[src/rtl/daq_frame_pkg.sv]
package daq_frame_pkg;
  localparam int TYPE_W = 4;
  localparam int ERR_W  = 5;

  typedef enum logic [TYPE_W-1:0] {
    K_DATA = 4'h0,
    K_MHDR = 4'h8,
    K_MTRL = 4'h9,
    K_EHDR = 4'hA,
    K_ETRL = 4'hB,
    K_SHDR = 4'hC,
    K_STRL = 4'hD,
    K_STAT = 4'hE,
    K_PADD = 4'hF
  } kind_t;

  typedef enum logic [2:0] {
    S_IDLE,
    S_SPILL,
    S_EVENT,
    S_MODULE,
    S_HUNT
  } level_t;

  localparam int E_STRAY = 0;
  localparam int E_HDR   = 1;
  localparam int E_TRL   = 2;
  localparam int E_EVN   = 3;
  localparam int E_SPT   = 4;
endpackage

[src/rtl/daq_nest_fsm.sv]
module daq_nest_fsm
  import daq_frame_pkg::*;
(
  input  logic             clk,
  input  logic             rst_n,
  input  logic             acc,
  input  kind_t            kind,
  input  logic             is_hdr,
  input  logic             is_trl,
  input  logic             is_side,
  input  logic             evn_mis,
  input  logic             spt_mis,
  output logic             open_spill,
  output logic             open_event,
  output logic             open_module,
  output logic [ERR_W-1:0] err
);
  level_t st, nxt;
  logic   bad;

  always_comb begin
    nxt         = st;
    err         = '0;
    bad         = 1'b0;
    open_spill  = 1'b0;
    open_event  = 1'b0;
    open_module = 1'b0;
    if (!is_side) begin
      unique case (st)
        S_HUNT: begin
          if (kind == K_SHDR) begin
            nxt        = S_SPILL;
            open_spill = 1'b1;
          end
        end
        S_IDLE: begin
          if (kind == K_SHDR) begin
            nxt        = S_SPILL;
            open_spill = 1'b1;
          end else bad = 1'b1;
        end
        S_SPILL: begin
          if (kind == K_EHDR) begin
            nxt        = S_EVENT;
            open_event = 1'b1;
          end else if (kind == K_STRL) begin
            nxt        = S_IDLE;
            err[E_SPT] = spt_mis;
          end else bad = 1'b1;
        end
        S_EVENT: begin
          if (kind == K_MHDR) begin
            nxt         = S_MODULE;
            open_module = 1'b1;
            err[E_EVN]  = evn_mis;
          end else if (kind == K_ETRL) begin
            nxt = S_SPILL;
          end else bad = 1'b1;
        end
        S_MODULE: begin
          if (kind == K_MTRL) nxt = S_EVENT;
          else if (kind != K_DATA) bad = 1'b1;
        end
        default: nxt = S_HUNT;
      endcase
    end
    if (bad) begin
      nxt          = S_HUNT;
      err[E_STRAY] = (kind == K_DATA);
      err[E_HDR]   = is_hdr;
      err[E_TRL]   = is_trl;
    end
  end

  always_ff @(posedge clk) begin
    if (!rst_n)   st <= S_IDLE;
    else if (acc) st <= nxt;
  end

  p_hunt_stays_r7: assert property (@(posedge clk) disable iff (!rst_n)
    (st == S_HUNT && acc && kind != K_SHDR) |=> st == S_HUNT);
  p_side_no_move_r8: assert property (@(posedge clk) disable iff (!rst_n)
    (acc && is_side) |=> $stable(st));
  p_module_from_event_r3: assert property (@(posedge clk) disable iff (!rst_n)
    (st == S_MODULE && $past(st) != S_MODULE) |-> $past(st) == S_EVENT);
  p_err_single_r5: assert property (@(posedge clk) disable iff (!rst_n)
    acc |-> $onehot0(err));
endmodule

[config.mk]
export PLATFORM = sky130hd
export DESIGN_NAME = daq_nest_fsm
export DESIGN_NICKNAME = d
export VERILOG_FILES = /design/src/rtl/daq_frame_pkg.sv /design/src/rtl/daq_nest_fsm.sv
export SDC_FILE = /design/constraint.sdc
export NUM_CORES = 1
export LEC_CHECK = 0
export BUFFER_PORTS_ARGS = -buffer_cell sky130_fd_sc_hd__buf_2
export CAP_MARGIN = 5
export CORE_MARGIN = 2
export CORE_UTILIZATION = 31
export CTS_CLUSTER_DIAMETER = 30
export DETAILED_ROUTE_END_ITERATION = 6
export PLACE_DENSITY = 0.56
export SETUP_SLACK_MARGIN = 0.5
export SLEW_MARGIN = 15
export SYNTH_ARGS = -nofsm -noshare
export SYNTH_HDL_FRONTEND = slang
export SYNTH_SLANG_ARGS = --single-unit
[constraint.sdc]
create_clock -name clk -period 2.1 [get_ports clk]
set_input_delay 0.21 -clock clk [delete_from_list [all_inputs] [get_ports clk]]
set_output_delay 0.21 -clock clk [all_outputs]
set_load 0.05 [all_outputs]
==> impl_metrics.prom <==
# TYPE chip_impl_metric gauge
chip_impl_metric{name="period_minus_slack",unit="ns"} 2.09
chip_impl_metric{name="multi_input_comb_area",unit="sq um"} 423
chip_impl_metric{name="die_width",unit="microns"} 41.6
chip_impl_metric{name="synth_compound_gate_area_share",unit=""} 0.157
chip_impl_metric{name="core_area",unit="sq mm"} 0.00132
chip_impl_metric{name="final_cells",unit=""} 100
chip_impl_metric{name="first_global_vias",unit=""} 523
chip_impl_info{name="timing.critical_path.slowest_stage_cell",value="sky130_fd_sc_hd__or3b_4"} 1
chip_impl_info{name="synth_area_leaders",value="sky130_fd_sc_hd__dfxtp_1 14%, sky130_fd_sc_hd__and4bb_2 5.7%, sky130_fd_sc_hd__nor4_2 5.7%"} 1
chip_impl_metric{name="path_clk_slew",unit="ns"} 0.04
chip_impl_metric{name="grt_first_pass_wirelength",unit="microns"} 2260
chip_impl_metric{name="power.leakage",unit="nW"} 0.328
chip_impl_metric{name="netlist-cell-type-count",unit=""} 34
chip_impl_metric{name="dpl.cell_count",unit=""} 93
chip_impl_metric{name="wl_per_cell",unit="microns"} 13.4
chip_impl_metric{name="drt_wl_total",unit="microns"} 1340
chip_impl_metric{name="maxCapViolations",unit=""} 0
chip_impl_metric{name="h-tree-depth",unit=""} 1
chip_impl_metric{name="synth_fp_nets",unit=""} 68
chip_impl_metric{name="critical_path_arrival",unit="ns"} 1.88
chip_impl_metric{name="relSlewSlack",unit=""} 0.687
chip_impl_metric{name="drt-initial-drc-count",unit=""} 14
chip_impl_info{name="cp-start-kind",value="flip-flop"} 1
chip_impl_metric{name="vdd.ir_drop.worst",unit="mV"} 0.320
chip_impl_metric{name="avgViaCountPerCell",unit=""} 5.39
chip_impl_metric{name="post_route_cells_drive_above_1_share",unit=""} 0.624
chip_impl_metric{name="n_antenna_cell",unit=""} 0
chip_impl_metric{name="die-area",unit="sq mm"} 0.00173
chip_impl_metric{name="sequential_cell_area",unit="sq um"} 63.8
chip_impl_metric{name="pin_count",unit=""} 20
chip_impl_metric{name="yosys.area_share.adder",unit=""} 0
chip_impl_metric{name="yosys_warnings",unit=""} 0
chip_impl_metric{name="detail_route.drc_violations",unit=""} 0
chip_impl_metric{name="dp_worst_setup_slack",unit="ns"} 0.0996
chip_impl_metric{name="dp.final_hpwl",unit="microns"} 964
chip_impl_metric{name="synth.area.mux_share",unit=""} 0
chip_impl_metric{name="net_count_reported_at_finish",unit=""} 98
chip_impl_info{name="reg.largest.list",value="st: 3 flops"} 1
chip_impl_info{name="critical_path_origin",value="st[2]"} 1
chip_impl_info{name="synth_largest_area_cell",value="sky130_fd_sc_hd__dfxtp_1"} 1
chip_impl_metric{name="postLayoutCoreUtil",unit=""} 0.582
chip_impl_info{name="run_status",value="finished, final reports clean"} 1
chip_impl_metric{name="worst_hold_path_stage_count",unit=""} 3
chip_impl_info{name="timing.setup.critical_path_class",value="reg -> out"} 1
chip_impl_metric{name="final_antenna_net_count",unit=""} 0
chip_impl_metric{name="largest_register_ffs",unit=""} 3
chip_impl_metric{name="drtPass1Iterations",unit=""} 4
chip_impl_metric{name="report.final.slew_viol_count",unit=""} 0
chip_impl_metric{name="max_freq",unit="GHz"} 0.478
chip_impl_metric{name="finalWorstSetupSlack",unit="ns"} 0.00747
chip_impl_metric{name="finalHoldViolCount",unit=""} 0
chip_impl_info{name="critical_path_end_type",value="output port"} 1
chip_impl_metric{name="cts_buffers",unit=""} 3
chip_impl_metric{name="ys_seq_area_frac",unit=""} 0.137
chip_impl_metric{name="clock_tree.buffer_depth",unit=""} 2
chip_impl_metric{name="flow.area_growth_from_synthesis",unit="%"} 75.1
chip_impl_metric{name="finalCritPeriodShare",unit=""} 0.996
chip_impl_info{name="holdCritStartpoint",value="rst_n"} 1
chip_impl_metric{name="power.total",unit="uW"} 252
chip_impl_metric{name="row_count",unit=""} 13
chip_impl_metric{name="avgSynthCellArea",unit="sq um"} 7.82
chip_impl_metric{name="global_routing_usage_summed_across_all_routing_layers",unit=""} 0.174
chip_impl_info{name="root_buffer",value="sky130_fd_sc_hd__clkbuf_4"} 1
chip_impl_metric{name="grt_antenna_before_repair",unit=""} 0
chip_impl_metric{name="overflow",unit=""} 0
chip_impl_metric{name="chipHeight",unit="microns"} 41.6
chip_impl_metric{name="hold_buffers",unit=""} 0
chip_impl_metric{name="number_of_sinks_handled_by_clock_tree_synthesis",unit=""} 3
chip_impl_metric{name="vias",unit=""} 539
chip_impl_info{name="r2r-start",value="st[2]"} 1
chip_impl_metric{name="clock_latency_of_the_later_clocked_register_in_the_worst_skew_pair",unit="ns"} 0.24
chip_impl_info{name="tritoncts",value="yes"} 1
chip_impl_metric{name="maximum_number_of_pins_on_one_net_before_global_route_repair",unit=""} 10
chip_impl_metric{name="synth_top_cell_area_share",unit=""} 0.137
chip_impl_metric{name="finalWeightedCongestion",unit=""} 0.799
chip_impl_metric{name="yosys.area_share.simple",unit=""} 0.583
chip_impl_metric{name="yosys_register_bits",unit=""} 3
chip_impl_info{name="synth_top_family_by_area",value="simple AND/OR/NAND/NOR gates"} 1
chip_impl_info{name="crit_path_cell_trace",value="or3b_4 -> o21ba_4 -> nor4_2 -> or3_4 -> nor2_4 -> buf_6"} 1
chip_impl_metric{name="crit_required",unit="ns"} 1.89
chip_impl_metric{name="worst_clock_skew",unit="ns"} 0.00128
chip_impl_metric{name="max_slew.worst_pin.slew",unit="ns"} 0.468
chip_impl_metric{name="rr_worst_depth",unit=""} 7
chip_impl_metric{name="share_of_the_synthesized_netlist_area_taken_by_xor_and_xnor_gates",unit=""} 0.0400
chip_impl_metric{name="critical_path.max_stage_delay",unit="ns"} 0.39
chip_impl_metric{name="setup_viol",unit=""} 0
chip_impl_info{name="largest-register",value="st"} 1
chip_impl_metric{name="mapped_area",unit="sq um"} 438
chip_impl_metric{name="final.fill_count",unit=""} 118
chip_impl_info{name="grt_setup_unrepaired",value="yes"} 1
chip_impl_metric{name="buffer_ports.inserted",unit=""} 19
chip_impl_metric{name="netlist_instances",unit=""} 56
chip_impl_metric{name="holdWs",unit="ns"} 0.255
chip_impl_metric{name="power_per_cell_area",unit="mW/mm^2"} 329
chip_impl_metric{name="critical_path.max_fanout",unit=""} 4
chip_impl_metric{name="floorplan.initialDensity",unit=""} 0.332
chip_impl_info{name="timing.hold.worst.class",value="in -> reg"} 1
## logic make-up (layout without fill, tap and decap cells)
logic type / Yosys count / after routing
buf+inv: 7 / 36
flops: 3 / 3
simple gates: 36 / 36
compound gates: 8 / 8
xor+xnor: 2 / 2
## layout by cell type (no fill, tap or decap), drive strengths merged
cell    count
nor3        5
o21ba       1
nor4bb      1
nand2b      2
and2        1
clkbuf      5
nand4b      2
o21ai       1
o41ai       1
o32ai       1
nand3       1
or3b        2
nand3b      1
a21oi       1
buf        28
and4bb      2
nor2        6
nand2       5
dfxtp       3
nor4        3
xor2        1
o211a       1
inv         3
o31ai       2
and4b       1
nor3b       1
or4         1
or3         2
xnor2       1
## stage by stage
stage	instance area, sq um	TNS [ns]
finish	767	0
detailed placement	646	0
floorplan	508	0
global route	767	-0.119
CTS	764	0
global placement	646	0
## synth_stat cells
master,count
sky130_fd_sc_hd__buf_4,2
sky130_fd_sc_hd__and4b_1,1
sky130_fd_sc_hd__dfxtp_1,3
sky130_fd_sc_hd__nand4b_1,2
sky130_fd_sc_hd__nor3_1,4
sky130_fd_sc_hd__nor4bb_1,1
sky130_fd_sc_hd__o31ai_1,2
sky130_fd_sc_hd__nor3_4,1
sky130_fd_sc_hd__nor4_1,1
sky130_fd_sc_hd__a21oi_1,1
sky130_fd_sc_hd__clkbuf_2,1
sky130_fd_sc_hd__nand2b_1,2
sky130_fd_sc_hd__inv_1,3
sky130_fd_sc_hd__or3_1,1
sky130_fd_sc_hd__nand3_1,1
sky130_fd_sc_hd__nor3b_1,1
sky130_fd_sc_hd__or4_1,1
sky130_fd_sc_hd__nor4_2,2
sky130_fd_sc_hd__or3b_4,1
sky130_fd_sc_hd__xnor2_1,1
sky130_fd_sc_hd__nor2_1,6
sky130_fd_sc_hd__nand2_1,5
sky130_fd_sc_hd__o32ai_1,1
sky130_fd_sc_hd__buf_2,1
sky130_fd_sc_hd__o41ai_1,1
sky130_fd_sc_hd__and4bb_2,2
sky130_fd_sc_hd__o211a_1,1
sky130_fd_sc_hd__nand3b_1,1
sky130_fd_sc_hd__xor2_1,1
sky130_fd_sc_hd__or3b_1,1
sky130_fd_sc_hd__or3_4,1
sky130_fd_sc_hd__o21ai_0,1
sky130_fd_sc_hd__o21ba_4,1
sky130_fd_sc_hd__and2_1,1
## where the power goes
group          switching, mW  leakage (nW)  internal (mW)
Sequential           0.00154        0.0258         0.0593
Combinational         0.0492         0.287         0.0353
Clock                 0.0355        0.0150         0.0716
Total                 0.0862         0.328          0.166
## layout make-up
class,count,share of cell area
Tap cell,15,0.0245
Timing Repair Buffer,29,0.292
Sequential cell,3,0.0832
Clock buffer,4,0.0343
Inverter,3,0.0147
Multi-Input combinational cell,46,0.551
## critical path: cells and delay by family (launching register included)
family | cells | cell delay (ns)
AOI/OAI and AO/OA | 1 | 0.23
buffers and inverters | 1 | 0.16
DFF | 1 | 0.32
and+or+nand+nor | 4 | 0.92
## final timing paths
check / to / slack, ns
setup / recovery: err[0] / 0.007
hold reg to reg: st[0] / 0.60
hold / removal: st[0] / 0.26
setup reg to reg: st[2] / 0.53
## routing by layer
metal,vias to the layer above,global-route usage,wire [microns]
li1,272,-,-
met1,247,0.216,615
met2,18,0.263,651
met3,2,0.0826,65
met4,0,0.0581,9
met5,-,0,0
## what timing repair did
item / CTS / global route
endpoints found under the setup margin: 10 / 11
gates resized for setup: 22 / 1
endpoints found under the hold margin: 0 / 0
pin swaps: 3 / 6
buffers inserted: 3 / 0
Note: power is estimated with default switching activity, not from simulation.
